## src/rtl/irq_bank_pkg.sv

```systemverilog
package irq_bank_pkg;

   // fixed register map (byte offsets)
   localparam logic [7:0] OFS_EOI       = 8'h20;
   localparam logic [7:0] OFS_LINE_BASE = 8'h24;
   localparam logic [7:0] OFS_ROUTE     = 8'h74;
   localparam int         LINE_STRIDE   = 16;

   // word inside a line's four-word window
   typedef enum logic [1:0] {
      SUB_PEND  = 2'd0,
      SUB_MASK  = 2'd1,
      SUB_ENSET = 2'd2,
      SUB_ENCLR = 2'd3
   } line_sub_e;

   // per-line write strobes
   typedef struct packed {
      logic pend_set;
      logic pend_clr;
      logic en_set;
      logic en_clr;
   } line_wr_t;

endpackage

```

## src/rtl/irq_reg_decode.sv

```systemverilog
module irq_reg_decode
   import irq_bank_pkg::*;
#(
   parameter int ADDR_W  = 8,
   parameter int N_LINES = 3,
   localparam int IDX_W  = (N_LINES > 1) ? $clog2(N_LINES) : 1
) (
   input  logic                          valid_i,
   input  logic                          write_i,
   input  logic [ADDR_W-1:0]             addr_i,
   output line_wr_t [N_LINES-1:0]        line_wr_o,
   output logic                          eoi_wr_o,
   output logic                          route_wr_o,
   output logic                          hit_line_o,
   output logic [IDX_W-1:0]              line_idx_o,
   output line_sub_e                     line_sub_o,
   output logic                          hit_eoi_o,
   output logic                          hit_route_o
);

   logic [ADDR_W-1:0] rel;
   logic              in_lines;
   logic              wr;

   assign wr       = valid_i & write_i;
   assign rel      = addr_i - ADDR_W'(OFS_LINE_BASE);
   assign in_lines = (addr_i >= ADDR_W'(OFS_LINE_BASE))
                   && (rel < ADDR_W'(N_LINES * LINE_STRIDE))
                   && (addr_i[1:0] == 2'b00);

   assign hit_line_o  = in_lines;
   assign line_idx_o  = IDX_W'(rel >> 4);
   assign line_sub_o  = line_sub_e'(rel[3:2]);
   assign hit_eoi_o   = (addr_i == ADDR_W'(OFS_EOI));
   assign hit_route_o = (addr_i == ADDR_W'(OFS_ROUTE));
   assign eoi_wr_o    = wr & hit_eoi_o;
   assign route_wr_o  = wr & hit_route_o;

   for (genvar l = 0; l < N_LINES; l++) begin : g_strobe
      logic sel;
      assign sel = wr & in_lines & (line_idx_o == IDX_W'(l));
      assign line_wr_o[l].pend_set = sel & (line_sub_o == SUB_PEND);
      assign line_wr_o[l].pend_clr = sel & (line_sub_o == SUB_MASK);
      assign line_wr_o[l].en_set   = sel & (line_sub_o == SUB_ENSET);
      assign line_wr_o[l].en_clr   = sel & (line_sub_o == SUB_ENCLR);
   end

endmodule

```

## src/rtl/irq_line.sv

```systemverilog
module irq_line
   import irq_bank_pkg::*;
#(
   parameter int N_EVT = 32
) (
   input  logic             clk,
   input  logic             rst_n,
   input  logic [N_EVT-1:0] hw_evt_i,
   input  line_wr_t         wr_i,
   input  logic [N_EVT-1:0] wdata_i,
   input  logic             eoi_hit_i,
   output logic [N_EVT-1:0] pend_o,
   output logic [N_EVT-1:0] en_o,
   output logic             irq_o
);

   logic [N_EVT-1:0] pend_q, pend_d;
   logic [N_EVT-1:0] en_q, en_d;
   logic             blank_q;

   always_comb begin
      // software clear first, then hardware and software sets win
      pend_d = pend_q;
      if (wr_i.pend_clr) pend_d = pend_d & ~wdata_i;
      pend_d = pend_d | hw_evt_i;
      if (wr_i.pend_set) pend_d = pend_d | wdata_i;

      en_d = en_q;
      if (wr_i.en_set) en_d = en_d | wdata_i;
      if (wr_i.en_clr) en_d = en_d & ~wdata_i;
   end

   always_ff @(posedge clk or negedge rst_n) begin
      if (!rst_n) begin
         pend_q  <= '0;
         en_q    <= '0;
         blank_q <= 1'b0;
      end else begin
         pend_q  <= pend_d;
         en_q    <= en_d;
         blank_q <= eoi_hit_i;
      end
   end

   assign pend_o = pend_q;
   assign en_o   = en_q;
   assign irq_o  = (|(pend_q & en_q)) & ~blank_q;

endmodule

```

## src/rtl/irq_pulse_route.sv

```systemverilog
module irq_pulse_route #(
   parameter int GRP_CNT = 32,
   parameter int N_SRC   = 2
) (
   input  logic                          clk,
   input  logic                          rst_n,
   input  logic                          sel_wr_i,
   input  logic [GRP_CNT-1:0]            sel_wdata_i,
   input  logic [N_SRC-1:0][GRP_CNT-1:0] src_evt_i,
   output logic [GRP_CNT-1:0]            sel_o,
   output logic [N_SRC-1:0][GRP_CNT-1:0] irq_evt_o,
   output logic [GRP_CNT-1:0]            pulse_o
);

   logic [GRP_CNT-1:0] sel_q;
   logic [GRP_CNT-1:0] pulse_q;
   logic [GRP_CNT-1:0] any_evt;

   always_comb begin
      any_evt = '0;
      for (int s = 0; s < N_SRC; s++) any_evt = any_evt | src_evt_i[s];
   end

   for (genvar s = 0; s < N_SRC; s++) begin : g_mask
      assign irq_evt_o[s] = src_evt_i[s] & ~sel_q;
   end

   always_ff @(posedge clk or negedge rst_n) begin
      if (!rst_n) begin
         sel_q   <= '0;
         pulse_q <= '0;
      end else begin
         if (sel_wr_i) sel_q <= sel_wdata_i;
         pulse_q <= any_evt & sel_q;
      end
   end

   assign sel_o   = sel_q;
   assign pulse_o = pulse_q;

endmodule

```

## src/rtl/irq_stat_bank.sv

```systemverilog
module irq_stat_bank
   import irq_bank_pkg::*;
#(
   parameter int ADDR_W      = 8,
   parameter int DATA_W      = 32,
   parameter int GRP_CNT     = 32,
   parameter int N_GRP_LINES = 2,
   parameter int ERR_CNT     = 4,
   parameter int EOI_W       = 8,
   localparam int N_LINES    = N_GRP_LINES + 1,
   localparam int IDX_W      = (N_LINES > 1) ? $clog2(N_LINES) : 1
) (
   input  logic                                clk,
   input  logic                                rst_n,
   input  logic                                reg_valid_i,
   input  logic                                reg_write_i,
   input  logic [ADDR_W-1:0]                   reg_addr_i,
   input  logic [DATA_W-1:0]                   reg_wdata_i,
   output logic [DATA_W-1:0]                   reg_rdata_o,
   input  logic [N_GRP_LINES-1:0][GRP_CNT-1:0] grp_evt_i,
   input  logic [ERR_CNT-1:0]                  err_evt_i,
   output logic [N_LINES-1:0]                  irq_o,
   output logic [GRP_CNT-1:0]                  eog_pulse_o
);

   // elaboration-time configuration checks
   if (GRP_CNT < 1 || GRP_CNT > DATA_W) begin : g_bad_grp
      $error("GRP_CNT must be in 1..DATA_W");
   end
   if (ERR_CNT < 1 || ERR_CNT > DATA_W) begin : g_bad_err
      $error("ERR_CNT must be in 1..DATA_W");
   end
   if (EOI_W < 2 || EOI_W > DATA_W) begin : g_bad_eoi
      $error("EOI_W must be in 2..DATA_W");
   end
   if (ADDR_W < 7) begin : g_bad_addr
      $error("ADDR_W too small for the register map");
   end
   if (int'(OFS_LINE_BASE) + N_LINES * LINE_STRIDE > int'(OFS_ROUTE)) begin : g_bad_map
      $error("line windows overlap the routing register");
   end

   line_wr_t [N_LINES-1:0]              line_wr;
   logic                                eoi_wr, route_wr;
   logic                                hit_line, hit_eoi, hit_route;
   logic [IDX_W-1:0]                    line_idx;
   line_sub_e                           line_sub;

   logic [EOI_W-1:0]                    eoi_q;
   logic [GRP_CNT-1:0]                  route_sel;
   logic [N_GRP_LINES-1:0][GRP_CNT-1:0] grp_irq_evt;
   logic [N_LINES-1:0][DATA_W-1:0]      pend_all;
   logic [N_LINES-1:0][DATA_W-1:0]      en_all;

   irq_reg_decode #(
      .ADDR_W  (ADDR_W),
      .N_LINES (N_LINES)
   ) u_dec (
      .valid_i     (reg_valid_i),
      .write_i     (reg_write_i),
      .addr_i      (reg_addr_i),
      .line_wr_o   (line_wr),
      .eoi_wr_o    (eoi_wr),
      .route_wr_o  (route_wr),
      .hit_line_o  (hit_line),
      .line_idx_o  (line_idx),
      .line_sub_o  (line_sub),
      .hit_eoi_o   (hit_eoi),
      .hit_route_o (hit_route)
   );

   irq_pulse_route #(
      .GRP_CNT (GRP_CNT),
      .N_SRC   (N_GRP_LINES)
   ) u_route (
      .clk         (clk),
      .rst_n       (rst_n),
      .sel_wr_i    (route_wr),
      .sel_wdata_i (reg_wdata_i[GRP_CNT-1:0]),
      .src_evt_i   (grp_evt_i),
      .sel_o       (route_sel),
      .irq_evt_o   (grp_irq_evt),
      .pulse_o     (eog_pulse_o)
   );

   always_ff @(posedge clk or negedge rst_n) begin
      if (!rst_n)      eoi_q <= '0;
      else if (eoi_wr) eoi_q <= reg_wdata_i[EOI_W-1:0];
   end

   for (genvar l = 0; l < N_LINES; l++) begin : g_line
      localparam int W = (l < N_GRP_LINES) ? GRP_CNT : ERR_CNT;
      logic [W-1:0] evt, pend, en;
      logic         hit;

      if (l < N_GRP_LINES) begin : g_grp
         assign evt = grp_irq_evt[l];
      end else begin : g_err
         assign evt = err_evt_i;
      end

      assign hit = eoi_wr && (reg_wdata_i[EOI_W-1:0] == EOI_W'(l));

      irq_line #(.N_EVT(W)) u_line (
         .clk       (clk),
         .rst_n     (rst_n),
         .hw_evt_i  (evt),
         .wr_i      (line_wr[l]),
         .wdata_i   (reg_wdata_i[W-1:0]),
         .eoi_hit_i (hit),
         .pend_o    (pend),
         .en_o      (en),
         .irq_o     (irq_o[l])
      );

      assign pend_all[l][W-1:0] = pend;
      assign en_all[l][W-1:0]   = en;
      if (W < DATA_W) begin : g_pad
         assign pend_all[l][DATA_W-1:W] = '0;
         assign en_all[l][DATA_W-1:W]   = '0;
      end
   end

   always_comb begin
      reg_rdata_o = '0;
      if (hit_eoi) begin
         reg_rdata_o[EOI_W-1:0] = eoi_q;
      end else if (hit_route) begin
         reg_rdata_o[GRP_CNT-1:0] = route_sel;
      end else if (hit_line) begin
         unique case (line_sub)
            SUB_PEND:  reg_rdata_o = pend_all[line_idx];
            SUB_MASK:  reg_rdata_o = pend_all[line_idx] & en_all[line_idx];
            default:   reg_rdata_o = en_all[line_idx];
         endcase
      end
   end

endmodule

```

## config.mk

```make
export PLATFORM = sky130hd
export DESIGN_NAME = irq_stat_bank
export DESIGN_NICKNAME = d
export VERILOG_FILES = /design/src/rtl/irq_bank_pkg.sv /design/src/rtl/irq_reg_decode.sv /design/src/rtl/irq_line.sv /design/src/rtl/irq_pulse_route.sv /design/src/rtl/irq_stat_bank.sv
export SDC_FILE = /design/constraint.sdc
export NUM_CORES = 1
export LEC_CHECK = 0
export ABC_AREA = 1
export CORE_MARGIN = 2
export CORE_UTILIZATION = 55
export CTS_CLUSTER_DIAMETER = 150
export DETAILED_ROUTE_END_ITERATION = 10
export GPL_ROUTABILITY_DRIVEN = 0
export GPL_TIMING_DRIVEN = 0
export PLACE_DENSITY_LB_ADDON = 0.2
export SETUP_SLACK_MARGIN = 0.3
export SKIP_LAST_GASP = 1
export SLEW_MARGIN = 25
export SYNTH_ARGS = -nofsm -noshare
export SYNTH_HDL_FRONTEND = slang
export SYNTH_SLANG_ARGS = --single-unit
```

## constraint.sdc

```tcl
create_clock -name clk -period 3.8 [get_ports clk]
set_clock_uncertainty 0.15 [all_clocks]
set_input_delay 0.57 -clock clk [delete_from_list [all_inputs] [get_ports clk]]
set_output_delay 0.57 -clock clk [all_outputs]
set_load 0.02 [all_outputs]
```

**Yosys cells after proc, flatten, opt, wreduce, memory -nomap -nowiden**

Cells that the tools add are included.

- Bits in registers: 211
- Bits of input ports: 112

- $add $sub $neg: 1
- Magnitude comparators: 3
- Eq/ne operators: 9
- Multiplexer cells: 21
- Bitwise operators: 51
- Reductions and logical operators: 12

Operator list:

| operator | count |
|---|---|
| $mux 32 | 12 |
| $and 32x32->32 | 10 |
| $or 32x32->32 | 7 |
| $bmux 32 s2 | 2 |
| $not 32->32 | 2 |
| $pmux 32 s2 | 1 |
| $reduce_or 32->1 | 2 |
| $mux 24 | 1 |
| $and 1x1->1 | 22 |
| $mux 4 | 4 |
| $and 4x4->4 | 3 |
| $or 4x4->4 | 3 |
| $eq 8x1->1 const B | 1 |
| $eq 8x2->1 const B | 1 |
| $eq 8x6->1 const B | 1 |
| $eq 8x7->1 const B | 1 |
| $ge 8x6->1 const B | 1 |
| $logic_not 8->1 | 1 |
| $lt 8x6->1 const B | 1 |
| $mux 8 | 1 |
| $sub 8x6->8 const B | 1 |
| $eq 2x2->1 const B | 3 |
| $logic_not 2->1 | 3 |
| $logic_and 1x1->1 | 5 |
| other kinds (5) | 8 |

**Longest topological paths before layout**

- Depth in word-level cells: 11
- Depth in mapped cells: 16
- Depth with buffers taken out: 14

**By module**

Synthesis repeated with hierarchy kept, for this count alone.

- Cell total of the unflattened synthesis: 1,713
- Area, all modules: 12,022.8 um^2

Modules (own cells, without submodules):

| module | times used | cells each | area an instance (um^2) | sequential area each (um^2) |
|---|---|---|---|---|
| irq_line at g_line[0].u_line ... | 2 | 367 | 3,046.7 | 1,626.6 |
| irq_pulse_route | 1 | 392 | 2,941.6 | 1,601.5 |
| irq_stat_bank | 1 | 473 | 2,235.9 | 200.2 |
| irq_line at g_line[2].u_line | 1 | 51 | 407.9 | 225.2 |
| irq_reg_decode | 1 | 63 | 344.1 | 0.0 |

**Worst setup path after synthesis**

Ideal clock, no wire load.

- Path type: input -> output
- Start point: input port reg_addr_i[3]
- End point: output port reg_rdata_o[12]
- Data arrival time: 2,217 ps
- Required time: 3,080 ps
- Path slack: 863 ps
- Stages: 13
- Path buffers: 2
- Cell sequence: inv_1 > ha_1 > inv_1 > nand2_1 > nand2_1 > buf_2 > clkbuf_1 > nand2_1 > o21ai_0 > a21oi_1 > nor2_1 > nand2_1 > a21oi_1

- Longest elaborated chain between the ends: 8

RTL lines:

| item | RTL line | source |
|---|---|---|
| start, declared | irq_stat_bank.sv:17 | `input logic [ADDR_W-1:0] reg_addr_i,` |
| parallel branches: the longest is 7 deep, another holds $sub 8x6->8 | n/a |  |
| $mux 24 * | irq_stat_bank.sv:126 | `if (hit_eoi) begin` |
| end, declared | irq_stat_bank.sv:19 | `output logic [DATA_W-1:0] reg_rdata_o,` |

Every way passes the cells marked *. The select of a mux whose other input is x is not followed.

**Worst setup path in the final report**

- Start point: register g_line[1].u_line.pend_q[3]
- End point: output port irq_o[1]

- Longest elaborated chain between the ends: 3

RTL lines:

| item | RTL line | source |
|---|---|---|
| start, declared | irq_line.sv:17 | `logic [N_EVT-1:0] pend_q, pend_d;` |
| start signal, assigned | irq_line.sv:39 | `pend_q <= pend_d;` |
| $and 32x32->32 | irq_line.sv:47 | `assign irq_o = (\|(pend_q & en_q)) & ~blank_q;` |
| $reduce_or 32->1 | irq_line.sv:47 |  |
| $and 1x1->1 | irq_line.sv:47 |  |
| end, declared | irq_stat_bank.sv:22 | `output logic [N_LINES-1:0] irq_o,` |

No other way between the ends.

==> impl_metrics.xml <==
<?xml version="1.0" encoding="UTF-8"?>
<metrics>
  <group name="synthesis">
    <metric name="synth-warning-count" unit="">0</metric>
    <metric name="yosys-top-cells-area" unit="">sky130_fd_sc_hd__dfrtp_1 (43%), sky130_fd_sc_hd__nand2_1 (16%), sky130_fd_sc_hd__a21oi_1 (8.7%)</metric>
    <metric name="synth-edff-count" unit="">0</metric>
    <metric name="yosys.cell_count.top_type" unit="">sky130_fd_sc_hd__nand2_1</metric>
    <metric name="yosysTopAreaCellShare" unit="%">43.4</metric>
    <metric name="postSynthNetCount" unit="">1860</metric>
    <metric name="syn-cell-area" unit="um2">12200</metric>
    <metric name="synth_xor_area_share" unit="%">0</metric>
    <metric name="yosys.area_share.simple" unit="%">29.8</metric>
    <metric name="synthAdderAreaFrac" unit="%">0.617</metric>
    <metric name="synth_common_cells" unit="">sky130_fd_sc_hd__nand2_1 (529), sky130_fd_sc_hd__a21oi_1 (211), sky130_fd_sc_hd__dfrtp_1 (211)</metric>
    <metric name="synth-async-reset-ratio" unit="%">100</metric>
    <metric name="synth_top_cell_by_area" unit="">sky130_fd_sc_hd__dfrtp_1</metric>
    <metric name="synth-seq-area-share" unit="%">43.4</metric>
    <metric name="largest_family_of_logic_cells_by_synthesized_area" unit="">simple AND/OR/NAND/NOR gates</metric>
    <metric name="synth_compound_area_share" unit="%">15.5</metric>
    <metric name="postSynthRegisterBits" unit="">211</metric>
    <metric name="dominantRegCellSynth" unit="">sky130_fd_sc_hd__dfrtp_1</metric>
    <metric name="synth_mux_area_share" unit="%">0</metric>
    <metric name="post_synth_inst_count" unit="">1742</metric>
    <metric name="syn_area_per_cell" unit="um2">6.98</metric>
    <metric name="ys_types" unit="">31</metric>
  </group>
  <group name="die">
    <metric name="die_span_x" unit="um">153</metric>
    <metric name="initial_utilization" unit="%">55.9</metric>
    <metric name="pin_count" unit="">179</metric>
    <metric name="chipHeight" unit="um">153</metric>
    <metric name="fp.dieArea" unit="um2">23300</metric>
    <metric name="fp-row-count" unit="">54</metric>
    <metric name="core_area" unit="um2">21800</metric>
  </group>
  <group name="worst_hold_path">
    <metric name="hold-path-endpoint" unit="">g_line[1].u_line.pend_o[5]$_DFF_PN0_</metric>
    <metric name="instance_count_along_the_most_critical_hold_path" unit="">3</metric>
    <metric name="hold_class" unit="">primary input to flip-flop</metric>
    <metric name="hold_start" unit="">reg_wdata_i[5]</metric>
  </group>
  <group name="cts">
    <metric name="clk_path_buf_depth" unit="">3</metric>
    <metric name="clock-sinks" unit="">211</metric>
    <metric name="cts-htree-levels" unit="">1</metric>
    <metric name="cts_clk_pin_slew_worst_paths" unit="ns">0.06</metric>
    <metric name="tritoncts_clock_tree" unit="">built</metric>
    <metric name="clk-insertion-delay-late" unit="ns">0.53</metric>
    <metric name="cts-root-buf" unit="">sky130_fd_sc_hd__clkbuf_16</metric>
    <metric name="cts_inserted_buffers" unit="">24</metric>
  </group>
  <group name="detailed_routing">
    <metric name="routedWlPerCell" unit="um">18.5</metric>
    <metric name="routed-via-count" unit="">13100</metric>
    <metric name="antenna_left" unit="">0</metric>
    <metric name="drt_wl_total" unit="um">41600</metric>
    <metric name="firstDrtPassIters" unit="">7</metric>
    <metric name="remaining_drc_errors" unit="">0</metric>
    <metric name="initial_drc_count" unit="">1712</metric>
    <metric name="dr_vias_cell" unit="">5.85</metric>
  </group>
  <group name="layout">
    <metric name="finish.net_count" unit="">2066</metric>
    <metric name="num-fill-cells" unit="">1804</metric>
    <metric name="antenna_cells_inserted" unit="">0</metric>
    <metric name="layout.cell_area.non_filler" unit="um2">15200</metric>
    <metric name="area_growth_syn_to_layout" unit="%">25.0</metric>
    <metric name="final_layout_size_suffix_gt1_share" unit="%">9.22</metric>
  </group>
  <group name="run">
    <metric name="max-cap-violations" unit="">0</metric>
  </group>
  <group name="timing">
    <metric name="totalNegativeSetupSlack" unit="ns">0</metric>
    <metric name="rsz0062_at_grt" unit="">no</metric>
    <metric name="setup_viol" unit="">0</metric>
    <metric name="finalHoldViolCount" unit="">0</metric>
    <metric name="final_max_slew_viol_count" unit="">0</metric>
    <metric name="min_period_over_period" unit="%">90.3</metric>
    <metric name="worstMarginPinSlew" unit="ns">0.844</metric>
    <metric name="peak_clock_frequency_supported_by_timing" unit="MHz">291</metric>
    <metric name="slew_headroom" unit="%">43.8</metric>
    <metric name="period_needed" unit="ns">3.43</metric>
  </group>
  <group name="place">
    <metric name="placement.io_buffers" unit="">172</metric>
    <metric name="place_area" unit="um2">14300</metric>
    <metric name="estimated_wirelength_of_the_detail_placed_design" unit="um">28400</metric>
  </group>
  <group name="global_route">
    <metric name="gr-usage-all-layers" unit="%">34.7</metric>
    <metric name="grt_antenna_before_repair" unit="">1</metric>
    <metric name="grt_max_degree" unit="">84</metric>
    <metric name="grt-ovfl-total" unit="">0</metric>
    <metric name="grt_first_pass_wirelength" unit="um">65500</metric>
    <metric name="grt_pass1_vias" unit="">12600</metric>
  </group>
  <group name="worst_setup_path">
    <metric name="crit_path_max_incr_delay" unit="ns">0.52</metric>
    <metric name="worst_setup_path_end_kind" unit="">output pin</metric>
    <metric name="crit_chain" unit="">nand2_1 -&gt; nand2_1 -&gt; a221oi_1 -&gt; nand4_1 -&gt; nor2_1 -&gt; a21oi_1 -&gt; buf_4 -&gt; clkdlybuf4s50_1</metric>
    <metric name="worstPathArrival" unit="ns">2.71</metric>
    <metric name="crit_slowest_cell" unit="">sky130_fd_sc_hd__clkdlybuf4s50_1</metric>
    <metric name="class_of_the_most_critical_setup_path" unit="">flip-flop to output pin</metric>
    <metric name="worst-r2r-cell-count" unit="">2</metric>
    <metric name="cp_max_fo" unit="">3</metric>
    <metric name="worst_ep_required_time" unit="ns">3.08</metric>
    <metric name="crit_path_start_kind" unit="">flip-flop</metric>
    <metric name="critical_path.most_common_cell" unit="">sky130_fd_sc_hd__nand2_1</metric>
    <metric name="worst_r2r_startpoint" unit="">u_route.sel_o[0]$_DFFE_PN0P_</metric>
    <metric name="rr_endpoint" unit="">u_route.pulse_o[0]$_DFF_PN0_</metric>
    <metric name="reg2reg_slack" unit="ns">2.75</metric>
  </group>
  <group name="power">
    <metric name="max-vdd-ir-drop" unit="uV">295</metric>
    <metric name="total_leakage_power" unit="nW">7.67</metric>
    <metric name="power.density" unit="nW/um2">356</metric>
    <metric name="p_total" unit="mW">5.41</metric>
  </group>
  <group name="run_status">
    <metric name="status" unit="">completed</metric>
  </group>
</metrics>
## per-stage QoR
| step | hold slack, ns | std cells | utilization [%] | worst slack, ns |
|---|---|---|---|---|
| CTS | 0.175 | 2242 | 69.5 | 0.307 |
| finish | 0.185 | 2244 | 69.9 | 0.369 |
| floorplan | 0.124 | 1742 | - | 0.863 |
| global route | 0.201 | 2244 | 69.9 | 0.301 |
| global placement | 0.312 | 2194 | 65.4 | -7.07 |
| detailed placement | 0.314 | 2196 | 65.7 | -0.718 |
## how the worst max path moves through the flow
stage / startpoint / end / slack (ns) / cells past startpoint
after floorplan: reg_addr_i[3] / reg_rdata_o[12] / 0.86 / 13
after global placement: rst_n / u_route.pulse_o[25]$_DFF_PN0_ / -7.07 / 1
after detailed placement: reg_addr_i[3] / reg_rdata_o[20] / -0.72 / 15
after CTS: reg_addr_i[4] / reg_rdata_o[8] / 0.31 / 11
after global routing: g_line[1].u_line.pend_o[3]$_DFF_PN0_ / irq_o[1] / 0.30 / 8
final: g_line[1].u_line.pend_o[3]$_DFF_PN0_ / irq_o[1] / 0.37 / 8
## power breakdown
part	internal [mW]	switching, mW
clock	1.38	0.934
sequential	2.29	0.0286
combinational	0.285	0.494
total	3.96	1.46
## cells by family (layout without fill, tap and decap cells)
logic type                 after synthesis  after routing
buffers and inverters                  312            534
adders and majority gates                6              6
DFF                                    211            211
AOI/OAI and AO/OA                      354            354
and+or+nand+nor                        859            859
## critical path, delay by kind of cell, from the launching register on
kind	cells	cell delay, ns
AOI/OAI and AO/OA	2	0.60
and+or+nand+nor	4	0.51
DFF	1	0.40
buffers and inverters	2	0.68
## what timing repair did
action | CTS | global route
endpoints found under the hold margin | 81 | 0
setup endpoints to repair | 32 | 33
hold buffers | 1 | 0
setup buffers | 3 | 2
pin swaps | 2 | 3
resized for setup | 235 | 28
## cell usage in the layout (no fill, tap or decap), types with 5 or more instances in the layout
cell / count
sky130_fd_sc_hd__o21a_1: 26
sky130_fd_sc_hd__clkbuf_4: 9
sky130_fd_sc_hd__clkdlybuf4s50_1: 136
sky130_fd_sc_hd__inv_2: 5
sky130_fd_sc_hd__inv_1: 210
sky130_fd_sc_hd__nor3_1: 71
sky130_fd_sc_hd__nand2_4: 5
sky130_fd_sc_hd__o21ai_1: 66
sky130_fd_sc_hd__o21ai_0: 26
sky130_fd_sc_hd__clkbuf_2: 14
sky130_fd_sc_hd__clkbuf_1: 33
sky130_fd_sc_hd__dfrtp_1: 211
sky130_fd_sc_hd__o22ai_1: 8
sky130_fd_sc_hd__a221oi_1: 6
sky130_fd_sc_hd__nor2_1: 124
sky130_fd_sc_hd__a21oi_1: 207
sky130_fd_sc_hd__buf_4: 24
sky130_fd_sc_hd__buf_2: 43
sky130_fd_sc_hd__nand4_1: 39
sky130_fd_sc_hd__nand3_1: 76
sky130_fd_sc_hd__ha_1: 6
sky130_fd_sc_hd__buf_6: 9
sky130_fd_sc_hd__nor2_4: 5
sky130_fd_sc_hd__clkbuf_16: 25
sky130_fd_sc_hd__nand2_1: 525
sky130_fd_sc_hd__clkbuf_8: 13
## layout make-up
type	instances	area [um2]	area share, %
clock buffers	39	738	4.85
flip-flops and latches	211	5280	34.7
plain buffers	95	624	4.10
repair buffers	180	1670	11.0
well taps	280	350	2.30
clock inverters	3	40.0	0.263
multi-input cells	1219	5680	37.4
inverters	217	820	5.39
## layer usage
metal / wire length [um] / GRT usage [%]
met2: 18100 / 53.3
met3: 5070 / 7.45
met4: 1940 / 14.8
met1: 16500 / 48.0
met5: 13 / 0
Note: power is estimated with default switching activity, not from simulation.
